$ cat src/rtl/sysreg_pkg.sv
package sysreg_pkg;
  localparam int DW        = 32;
  localparam int MAINT_N   = 12;
  localparam int TTB_LO    = 14;
  localparam int PID_W     = 7;
  localparam int CLEAN_BIT = 30;
  localparam int TLB_BASE  = 6;

  typedef enum logic [3:0] {
    SEL_NONE, SEL_ID, SEL_CTYPE, SEL_TCM, SEL_CTRL, SEL_TTB, SEL_DACR,
    SEL_DFSR, SEL_IFSR, SEL_FAR, SEL_DLOCK, SEL_ILOCK, SEL_TLOCK,
    SEL_PID, SEL_CTX, SEL_TCLEAN
  } sel_e;

  // Storage target chosen jointly by the three selector fields.
  function automatic sel_e reg_select(input logic [3:0] crn, input logic [3:0] crm,
                                      input logic [2:0] op2);
    sel_e s;
    s = SEL_NONE;
    if (crm == 4'd0) begin
      case (crn)
        4'd0:  s = (op2 == 3'd0) ? SEL_ID : (op2 == 3'd1) ? SEL_CTYPE :
                   (op2 == 3'd2) ? SEL_TCM : SEL_NONE;
        4'd1:  s = (op2 == 3'd0) ? SEL_CTRL : SEL_NONE;
        4'd2:  s = (op2 == 3'd0) ? SEL_TTB : SEL_NONE;
        4'd3:  s = (op2 == 3'd0) ? SEL_DACR : SEL_NONE;
        4'd5:  s = (op2 == 3'd0) ? SEL_DFSR : (op2 == 3'd1) ? SEL_IFSR : SEL_NONE;
        4'd6:  s = (op2 == 3'd0) ? SEL_FAR : SEL_NONE;
        4'd9:  s = (op2 == 3'd0) ? SEL_DLOCK : (op2 == 3'd1) ? SEL_ILOCK : SEL_NONE;
        4'd10: s = (op2 == 3'd0) ? SEL_TLOCK : SEL_NONE;
        4'd13: s = (op2 == 3'd0) ? SEL_PID : (op2 == 3'd1) ? SEL_CTX : SEL_NONE;
        default: s = SEL_NONE;
      endcase
    end else if (crn == 4'd7 && op2 == 3'd3 && (crm == 4'd10 || crm == 4'd14)) begin
      s = SEL_TCLEAN;
    end
    return s;
  endfunction

  // One-hot maintenance command for a write; zero for non-maintenance encodings.
  function automatic logic [MAINT_N-1:0] maint_decode(input logic [3:0] crn,
                                                      input logic [3:0] crm,
                                                      input logic [2:0] op2);
    logic [MAINT_N-1:0] m;
    int side;
    m = '0;
    side = -1;
    if (crn == 4'd7) begin
      case ({crm, op2})
        {4'd7,  3'd0}: m[0] = 1'b1;
        {4'd5,  3'd0}: m[1] = 1'b1;
        {4'd6,  3'd0}: m[2] = 1'b1;
        {4'd13, 3'd1}: m[3] = 1'b1;
        {4'd10, 3'd4}: m[4] = 1'b1;
        {4'd0,  3'd4}: m[5] = 1'b1;
        default: m = '0;
      endcase
    end else if (crn == 4'd8) begin
      case (crm)
        4'd7:    side = 0;
        4'd5:    side = 1;
        4'd6:    side = 2;
        default: side = -1;
      endcase
      if (side >= 0 && op2 <= 3'd1)
        m[TLB_BASE + 2*side + int'(op2)] = 1'b1;
    end
    return m;
  endfunction

  function automatic logic [DW-1:0] ttb_keep(input logic [DW-1:0] v);
    return {v[DW-1:TTB_LO], {TTB_LO{1'b0}}};
  endfunction
endpackage

$ cat src/rtl/sysreg_decode.sv
module sysreg_decode
  import sysreg_pkg::*;
(
  input  logic               cmd_valid,
  input  logic               cmd_wr,
  input  logic [3:0]         cmd_crn,
  input  logic [3:0]         cmd_crm,
  input  logic [2:0]         cmd_op2,
  output sel_e               sel,
  output logic               wr_hit,
  output logic               rd_hit,
  output logic [MAINT_N-1:0] maint_hit
);
  always_comb begin
    sel       = reg_select(cmd_crn, cmd_crm, cmd_op2);
    wr_hit    = cmd_valid & cmd_wr;
    rd_hit    = cmd_valid & ~cmd_wr;
    maint_hit = wr_hit ? maint_decode(cmd_crn, cmd_crm, cmd_op2) : '0;
  end
endmodule

$ cat src/rtl/sysreg_store.sv
module sysreg_store
  import sysreg_pkg::*;
#(
  parameter logic [31:0] CTRL_RESET = 32'h0005_0078,
  parameter int          FSR_W      = 8
) (
  input  logic             clk,
  input  logic             rst_n,
  input  logic             wr_en,
  input  sel_e             sel,
  input  logic [DW-1:0]    wdata,
  input  logic             dabort_valid,
  input  logic [FSR_W-1:0] dabort_fs,
  input  logic [DW-1:0]    dabort_addr,
  input  logic             pabort_valid,
  input  logic [FSR_W-1:0] pabort_fs,
  output logic [DW-1:0]    ctrl_q,
  output logic [DW-1:0]    ttb_q,
  output logic [DW-1:0]    dacr_q,
  output logic [FSR_W-1:0] dfsr_q,
  output logic [FSR_W-1:0] ifsr_q,
  output logic [DW-1:0]    far_q,
  output logic [DW-1:0]    dlock_q,
  output logic [DW-1:0]    ilock_q,
  output logic [DW-1:0]    tlock_q,
  output logic [PID_W-1:0] pid_q,
  output logic [DW-1:0]    ctx_q,
  output logic             ctx_wr_q
);
  always_ff @(posedge clk or negedge rst_n) begin
    if (!rst_n) begin
      ctrl_q   <= CTRL_RESET;
      ttb_q    <= '0;
      dacr_q   <= '0;
      dfsr_q   <= '0;
      ifsr_q   <= '0;
      far_q    <= '0;
      dlock_q  <= '0;
      ilock_q  <= '0;
      tlock_q  <= '0;
      pid_q    <= '0;
      ctx_q    <= '0;
      ctx_wr_q <= 1'b0;
    end else begin
      ctx_wr_q <= 1'b0;
      if (wr_en) begin
        case (sel)
          SEL_CTRL:  ctrl_q  <= wdata;
          SEL_TTB:   ttb_q   <= ttb_keep(wdata);
          SEL_DACR:  dacr_q  <= wdata;
          SEL_DFSR:  dfsr_q  <= wdata[FSR_W-1:0];
          SEL_IFSR:  ifsr_q  <= wdata[FSR_W-1:0];
          SEL_FAR:   far_q   <= wdata;
          SEL_DLOCK: dlock_q <= wdata;
          SEL_ILOCK: ilock_q <= wdata;
          SEL_TLOCK: tlock_q <= wdata;
          SEL_PID:   pid_q   <= wdata[DW-1 -: PID_W];
          SEL_CTX: begin
            ctx_q    <= wdata;
            ctx_wr_q <= 1'b1;
          end
          default: ;
        endcase
      end
      // Hardware fault capture overrides a same-cycle software write.
      if (dabort_valid) begin
        dfsr_q <= dabort_fs;
        far_q  <= dabort_addr;
      end
      if (pabort_valid)
        ifsr_q <= pabort_fs;
    end
  end
endmodule

$ cat src/rtl/sysreg_bank.sv
module sysreg_bank
  import sysreg_pkg::*;
#(
  parameter logic [31:0] ID_VALUE    = 32'h7A10_C3E1,
  parameter logic [31:0] CTYPE_VALUE = 32'h1D15_2152,
  parameter logic [31:0] TCM_VALUE   = 32'h0001_0001,
  parameter logic [31:0] CTRL_RESET  = 32'h0005_0078,
  parameter int          FSR_W       = 8
) (
  input  logic             clk,
  input  logic             rst_n,
  input  logic             cmd_valid,
  input  logic             cmd_wr,
  input  logic [3:0]       cmd_crn,
  input  logic [3:0]       cmd_crm,
  input  logic [2:0]       cmd_op2,
  input  logic [31:0]      cmd_wdata,
  input  logic             dabort_valid,
  input  logic [FSR_W-1:0] dabort_fs,
  input  logic [31:0]      dabort_addr,
  input  logic             pabort_valid,
  input  logic [FSR_W-1:0] pabort_fs,
  input  logic             clean_done,
  output logic [31:0]      rd_data,
  output logic [11:0]      maint_pulse,
  output logic [31:0]      maint_arg,
  output logic [31:0]      ctrl_out,
  output logic [31:0]      ttb_out,
  output logic [31:0]      dacr_out,
  output logic [6:0]       pid_out,
  output logic [31:0]      trace_pid,
  output logic             trace_pid_wr
);
  localparam int FS_PAD  = DW - FSR_W;
  localparam int PID_PAD = DW - PID_W;

  sel_e               sel;
  logic               wr_hit;
  logic               rd_hit;
  logic [MAINT_N-1:0] maint_hit;
  logic [DW-1:0]      ctrl_q, ttb_q, dacr_q, far_q, dlock_q, ilock_q, tlock_q, ctx_q;
  logic [FSR_W-1:0]   dfsr_q, ifsr_q;
  logic [PID_W-1:0]   pid_q;
  logic               ctx_wr_q;

  sysreg_decode u_decode (
    .cmd_valid (cmd_valid),
    .cmd_wr    (cmd_wr),
    .cmd_crn   (cmd_crn),
    .cmd_crm   (cmd_crm),
    .cmd_op2   (cmd_op2),
    .sel       (sel),
    .wr_hit    (wr_hit),
    .rd_hit    (rd_hit),
    .maint_hit (maint_hit)
  );

  sysreg_store #(.CTRL_RESET(CTRL_RESET), .FSR_W(FSR_W)) u_store (
    .clk          (clk),
    .rst_n        (rst_n),
    .wr_en        (wr_hit),
    .sel          (sel),
    .wdata        (cmd_wdata),
    .dabort_valid (dabort_valid),
    .dabort_fs    (dabort_fs),
    .dabort_addr  (dabort_addr),
    .pabort_valid (pabort_valid),
    .pabort_fs    (pabort_fs),
    .ctrl_q       (ctrl_q),
    .ttb_q        (ttb_q),
    .dacr_q       (dacr_q),
    .dfsr_q       (dfsr_q),
    .ifsr_q       (ifsr_q),
    .far_q        (far_q),
    .dlock_q      (dlock_q),
    .ilock_q      (ilock_q),
    .tlock_q      (tlock_q),
    .pid_q        (pid_q),
    .ctx_q        (ctx_q),
    .ctx_wr_q     (ctx_wr_q)
  );

  // Combinational read path.
  always_comb begin
    rd_data = '0;
    if (rd_hit) begin
      case (sel)
        SEL_ID:     rd_data = ID_VALUE;
        SEL_CTYPE:  rd_data = CTYPE_VALUE;
        SEL_TCM:    rd_data = TCM_VALUE;
        SEL_CTRL:   rd_data = ctrl_q;
        SEL_TTB:    rd_data = ttb_q;
        SEL_DACR:   rd_data = dacr_q;
        SEL_DFSR:   rd_data = {{FS_PAD{1'b0}}, dfsr_q};
        SEL_IFSR:   rd_data = {{FS_PAD{1'b0}}, ifsr_q};
        SEL_FAR:    rd_data = far_q;
        SEL_DLOCK:  rd_data = dlock_q;
        SEL_ILOCK:  rd_data = ilock_q;
        SEL_TLOCK:  rd_data = tlock_q;
        SEL_PID:    rd_data = {pid_q, {PID_PAD{1'b0}}};
        SEL_CTX:    rd_data = ctx_q;
        SEL_TCLEAN: rd_data[CLEAN_BIT] = clean_done;
        default:    rd_data = '0;
      endcase
    end
  end

  // Registered one-cycle command strobes, one flop per operation.
  for (genvar g = 0; g < MAINT_N; g++) begin : g_pulse
    always_ff @(posedge clk or negedge rst_n) begin
      if (!rst_n) maint_pulse[g] <= 1'b0;
      else        maint_pulse[g] <= maint_hit[g];
    end
  end

  always_ff @(posedge clk or negedge rst_n) begin
    if (!rst_n)          maint_arg <= '0;
    else if (|maint_hit) maint_arg <= cmd_wdata;
  end

  assign ctrl_out     = ctrl_q;
  assign ttb_out      = ttb_q;
  assign dacr_out     = dacr_q;
  assign pid_out      = pid_q;
  assign trace_pid    = ctx_q;
  assign trace_pid_wr = ctx_wr_q;
endmodule

$ cat config.mk
export PLATFORM = sky130hd
export DESIGN_NAME = sysreg_bank
export DESIGN_NICKNAME = d
export VERILOG_FILES = /design/src/rtl/sysreg_pkg.sv /design/src/rtl/sysreg_decode.sv /design/src/rtl/sysreg_store.sv /design/src/rtl/sysreg_bank.sv
export SDC_FILE = /design/constraint.sdc
export NUM_CORES = 1
export LEC_CHECK = 0
export BUFFER_PORTS_ARGS = -buffer_cell sky130_fd_sc_hd__buf_2
export CORE_MARGIN = 10
export CORE_UTILIZATION = 60
export DETAILED_ROUTE_END_ITERATION = 8
export GPL_TIMING_DRIVEN = 0
export PLACE_DENSITY = 0.91
export SLEW_MARGIN = 20
export SYNTH_ARGS = -nofsm -noshare
export SYNTH_HDL_FRONTEND = slang
export SYNTH_HIERARCHICAL = 1
export SYNTH_SLANG_ARGS = --single-unit
$ cat constraint.sdc
create_clock -name clk -period 6.7 [get_ports clk]
set_input_delay 1.34 -clock clk [delete_from_list [all_inputs] [get_ports clk]]
set_output_delay 1.34 -clock clk [all_outputs]
set_load 0.01 [all_outputs]
[After elaboration in Yosys (flattened, before gate mapping)]
Index checks and enable logic that the tools add are counted.
Cells by class
  muxes and demuxes: 47
  equal/unequal tests: 39
  $add $sub $neg: 2
  reductions and logical operators: 25
  bitwise operators: 3
  order comparisons: 4
Operators with widths (count)
  one-hot mux 30 bit (14 select lines): 1
  2-to-1 mux 32 bit: 6
  one-hot mux 32 bit (3 select lines): 1
  greater-or-equal comparator 32 x 1 -> 1 bit, second input constant: 2
  == test 4 bit, second input constant: 14
  2-to-1 mux 12 bit: 4
  2-to-1 mux 4 bit: 12
  2-to-1 mux 8 bit: 6
  == test 4 x 3 -> 1 bit, second input constant: 10
  one-hot mux 4 bit (9 select lines): 1
  adder 32 x 4 -> 32 bit: 1
  adder 4 x 32 -> 32 bit, first input constant: 1
  less-than comparator 32 x 6 -> 1 bit, second input constant: 1
  AND reduction 2 bit: 11
  == test 7 x 6 -> 1 bit, second input constant: 3
  == test 4 x 2 -> 1 bit, second input constant: 4
  == test 7 bit, second input constant: 2
  OR reduction 12 bit: 1
  one-hot mux 1 bit (11 select lines): 1
  nonzero test 2 bit: 5
  2-to-1 mux 1 bit: 9
  2-to-1 mux 3 bit: 3
  one-hot mux 1 bit (9 select lines): 1
  == test 4 x 1 -> 1 bit, second input constant: 2
  other kinds (12): 18
Word-level totals
  bits in registers: 310
  word-level logic and storage cells: 145
  input port bits: 98

[Depth between registers and ports, before layout]
  word-level depth: 15
  mapped depth: 16
  gate-level depth less buffers: 15

[By module]
The synthesis kept the hierarchy.
By module, submodules not included
  sysreg_store: seq. area each 6663.9 um2, cells each 685, area each 10610.2 um2, instances 1
  sysreg_bank: seq. area each 1101.1 um2, cells each 416, area each 3986.3 um2, instances 1
  sysreg_decode: seq. area each 0.0 um2, cells each 115, area each 844.6 um2, instances 1

[Worst setup path after synthesis]
OpenSTA, ideal clock, no wires.
  kind: input port to output port
  start: input port cmd_op2[1]
  end: output port rd_data[27]
  setup slack: 1.632 ns
  stages: 11
  path buffers: 4
  data required time: 5.360 ns
  arrival: 3.728 ns
  path through: buf_2 -> nor2_1 -> o311a_1 -> a21oi_1 -> o21ai_0 -> buf_6 -> buf_4 -> buf_6 -> o21ai_0 -> a211o_1 -> a21oi_1
Between the ends
  word-level cells in the longest chain between the ends: 9
RTL lines
  start, declared: line sysreg_bank.sv:16  | input logic [2:0] cmd_op2,
  == test 3 x 2 -> 1 bit: line sysreg_pkg.sv:23  | (op2 == 3'd2) ? SEL_TCM : SEL_NONE;
  2-to-1 mux 2 bit: line sysreg_pkg.sv:23
  2-to-1 mux 4 bit (2 in a row): line sysreg_pkg.sv:22  | 4'd0: s = (op2 == 3'd0) ? SEL_ID : (op2 == 3'd1) ? SEL_CTYPE :
  one-hot mux 4 bit (9 select lines): line sysreg_pkg.sv:21  | case (crn)
  2-to-1 mux 4 bit *: line sysreg_pkg.sv:20  | if (crm == 4'd0) begin
  net sel[1]: line sysreg_bank.sv:37  | sel_e sel;
  == test 4 bit (tied with other cells): line sysreg_bank.sv:87  | case (sel)
  one-hot mux 30 bit (14 select lines) *: line sysreg_bank.sv:87
  2-to-1 mux 32 bit *: line sysreg_bank.sv:86  | if (rd_hit) begin
  end, declared: line sysreg_bank.sv:24  | output logic [31:0] rd_data,
Mark *: on every way through the listed nets, which the timed path passes. The rest lies on a longest branch.

[Worst setup path in the final report]
  start: input port cmd_op2[0]
  end: output port rd_data[3]
The elaborated chain is that of the path after synthesis.

==> results.tsv <==
stage	metric	value	unit
cts	clock_sinks	310	
yosys	synth_seq_cells	310	
placed_design	io_buffers	293	
run	max_cap_violations	0	
routing	drc	0	
finish	mostFrequentLayoutCells	buf_2, dfrtp_1, mux2_2, a22oi_1, a21oi_1	
global_routing	grt_pass1_wl	84210	um
sta	slew_headroom	0.2250	
yosys	seq_area_frac_synth	0.5029	
floorplanning	rows	58	
cts	cts_tree	yes	
setup_path	critical_path_class	input port to output pin	
yosys	ys_warn_count	6	
floorplanning	coreArea	0.02525	mm^2
sta	drv_slew	0	
hold_path	holdCritPathClass	flop to flop	
yosys	syn_area	0.01544	mm^2
finish	fillers	1687	
run_status	status	finished clean	
yosys	synth-simple-area-share	0.07811	
routing	dr_total_vias	13120	
routing	drt_iter0_markers	1768	
finish	final_layout_size_suffix_gt1_frac	0.4571	
sta	fin_ws	0.2933	ns
setup_path	crit_path_top_delay_cell	clkbuf_1	
finish	finalNonFillerCells	1916	
sta	setup_viol	0	
setup_path	path_cells	buf_2, buf_2, xor2_1, a32o_1, a32oi_1, o21ai_0, buf_4, and4bb_2, clkbuf_1, a22oi_1, a31oi_1, buf_2	
floorplanning	start_util	0.6114	
placed_design	post-place-ws	0.5041	ns
global_routing	antenna_found_initial	1	
yosys	synth_edf_count	0	
sta	fin_tns_setup	0	ns
placed_design	dp_hpwl	38910	um
pwr	peakVddDrop	198.4	uV
routing	dr.pass1.iters	9	
pwr	leakagePower	9.426	nW
finish	seq_area	0.007765	mm^2
yosys	ys_async_sr_fraction	1.000	
routing	antenna_left	0	
pwr	internal-power	3.099	mW
yosys	synth_top_family_by_area	multiplexers	
global_routing	grt_start_max_net_pins	96	
pwr	powerDensity	219.3	mW/mm^2
floorplanning	die_height	180.4	um
floorplanning	die-area	0.03255	mm^2
placed_design	place.gp.congestion	0.9737	
cts	h-tree-depth	2	
setup_path	critical-path-top-delay-family	buffers and inverters	
pwr	switching_share	0.2388	
global_routing	grt_use_total	0.3322	
placed_design	placed_cells	1855	
yosys	synth.top_cell.area_share	0.4927	
cts	clk_pin_slew	0.06	ns
cts	cts_setup_buffers	0	
yosys	synthAdderAreaFrac	0.01102	
setup_path	start_kind	input port	
yosys	synth_compound_area_frac	0.1224	
setup_path	path_common_cell	buf_2	
pwr	combPwrFrac	0.065	
finish	layout_commonest_cell	buf_2	
finish	syn_to_final_growth	20.23	%
sta	worst_slew_pin_slew	1.158	ns
yosys	synth_mux_area_frac	0.2347	
cts	cts_resized	0	
yosys	synth_cells	1216	
setup_path	cp.arrival	5.07	ns
yosys	synth_area_leaders	dfrtp_1, mux2_2, a22oi_1	
floorplanning	io_pins	310	
yosys	avgSynthCellArea	12.70	um^2
yosys	synthXorXnorAreaFrac	0.001702	
pwr	clockPowerShare	0.459	
sta	skew	0	ns
setup_path	end_kind	output pin	
finish	multiInputGateArea	0.006970	mm^2
sta	hold_viol_final	0	
setup_path	cp_slowest_stage_delay	0.84	ns
finish	design_area	0.01857	mm^2
finish	finish.utilization	0.7351	
global_routing	grt_pass1_vias	13500	
setup_path	crit_required	5.36	ns
global_routing	grt-ovfl-total	0	
pwr	finalPower	4.071	mW
routing	drt-total-wl	56490	um
pwr	switchingPower	0.9719	mW
sta	max_freq	156.1	MHz
floorplanning	die_w	180.4	um
yosys	ys.flop_type	dfrtp_1	
cts	insertion_delay	0.51	ns
sta	post-route-period-util	0.9562	
cts	cts_buffer_depth	3	
yosys	synth.distinct_cells	82	
setup_path	path_buf_inv	5	
setup_path	path_max_fanout	10	
pwr	seqPwrFrac	0.477	
placed_design	place_area	0.01746	mm^2
yosys	synth_top_area_cell	dfrtp_1	
sta	whs	0.4996	ns
finish	nets	1672	
routing	routed_via_density	6.846	
cts	cts_made_buffers	34	
sta	min_period	6.407	ns
cts	cts_hold_buf	0	
sta	grt_setup_unrepaired	no	
routing	wire_per_inst	29.48	um
cts	cts_root_buffer	clkbuf_16	
## worst register-to-register path: stages (launching register included)
cell and delay [ns]:
dfrtp_1 0.41, mux2_2 0.27, mux2_2 0.26
## power by group through the flow
stage / Clock, mW / Combinational, mW / Sequential [mW]
final: 1.87 / 0.263 / 1.94
after global routing: 1.95 / 0.286 / 1.94
after CTS: 1.87 / 0.258 / 1.94
after detailed placement: 0 / 0.256 / 1.97
after global placement: 0 / 0.242 / 1.97
after floorplan: 0 / 0.111 / 1.97
## Yosys cell counts (all sizes together), types with 6 or more instances
| library cell | instances |
|---|---|
| dfrtp | 304 |
| mux2 | 287 |
| buf | 91 |
| a22oi | 50 |
| a21oi | 44 |
| nor4 | 38 |
| mux2i | 37 |
| a22o | 27 |
| o21ai | 25 |
| a31oi | 22 |
| nand2 | 20 |
| clkbuf | 19 |
| nor2 | 19 |
| inv | 18 |
| a221oi | 16 |
| nand3 | 15 |
| ha | 12 |
| nor2b | 12 |
| a21o | 11 |
| and3 | 11 |
| nor3 | 10 |
| a222oi | 9 |
| a41oi | 9 |
| nand2b | 8 |
| nor3b | 8 |
| a32o | 7 |
| and2 | 6 |
| and4bb | 6 |
| dfstp | 6 |
| o22ai | 6 |
## area by class of cell
| type | count | share of cell area |
|---|---|---|
| Clock buffer | 51 | 0.05418 |
| Inverter | 18 | 0.003639 |
| Tap cell | 330 | 0.02224 |
| Clock inverter | 8 | 0.004987 |
| Sequential cell | 310 | 0.4183 |
| Timing Repair Buffer | 296 | 0.08397 |
| Buffer | 110 | 0.03700 |
| Multi-Input combinational cell | 791 | 0.3755 |
| Antenna cell | 2 | 0.0002696 |
## layer usage
metal	vias to the layer above	global-route usage	routed length, um
met5	-	0	0
met4	0	0.1654	3262
met3	277	0.1127	7500
met2	1080	0.5149	25470
met1	6456	0.4074	20260
li1	5304	-	-
## worst paths after layout
| path | startpoint | endpoint | slack [ns] | cells after the start |
|---|---|---|---|---|
| setup / recovery | cmd_op2[0] | rd_data[3] | 0.29 | 12 |
| hold / removal | maint_arg[29] | maint_arg[29] | 0.50 | 1 |
| setup reg to reg | u_store/dfsr_q[4] | u_store/dfsr_q[4] | 5.65 | 2 |
| hold reg to reg | maint_arg[29] | maint_arg[29] | 0.50 | 1 |
| max in group asynchronous | rst_n | u_store/ctrl_q[5] | 4.72 | 3 |
| min in group asynchronous | rst_n | u_store/ctx_q[26] | 0.74 | 1 |
## cell families (layout without fill, tap and decap cells)
family                     after synthesis  after routing
muxes                                  325            325
DFF                                    310            310
AOI/OAI and AO/OA                      254            254
and+or+nand+nor                        182            182
buffers and inverters                  128            483
adders and majority gates               13             13
xor gates and xnor gates                 3              3
other                                    1             16
## state kept, by name, indices dropped and copies added, names as in the netlist
| name | flops |
|---|---|
| maint_arg | 32 |
| u_store/ctrl_q | 32 |
| u_store/ctx_q | 32 |
| u_store/dacr_q | 32 |
| u_store/dlock_q | 32 |
| u_store/far_q | 32 |
| u_store/ilock_q | 32 |
| u_store/tlock_q | 32 |
| u_store/ttb_q | 18 |
| maint_pulse | 12 |
| u_store/dfsr_q | 8 |
| u_store/ifsr_q | 8 |
| u_store/pid_q | 7 |
| u_store/ctx_wr_q | 1 |
Power figures use the tool's default switching activity.
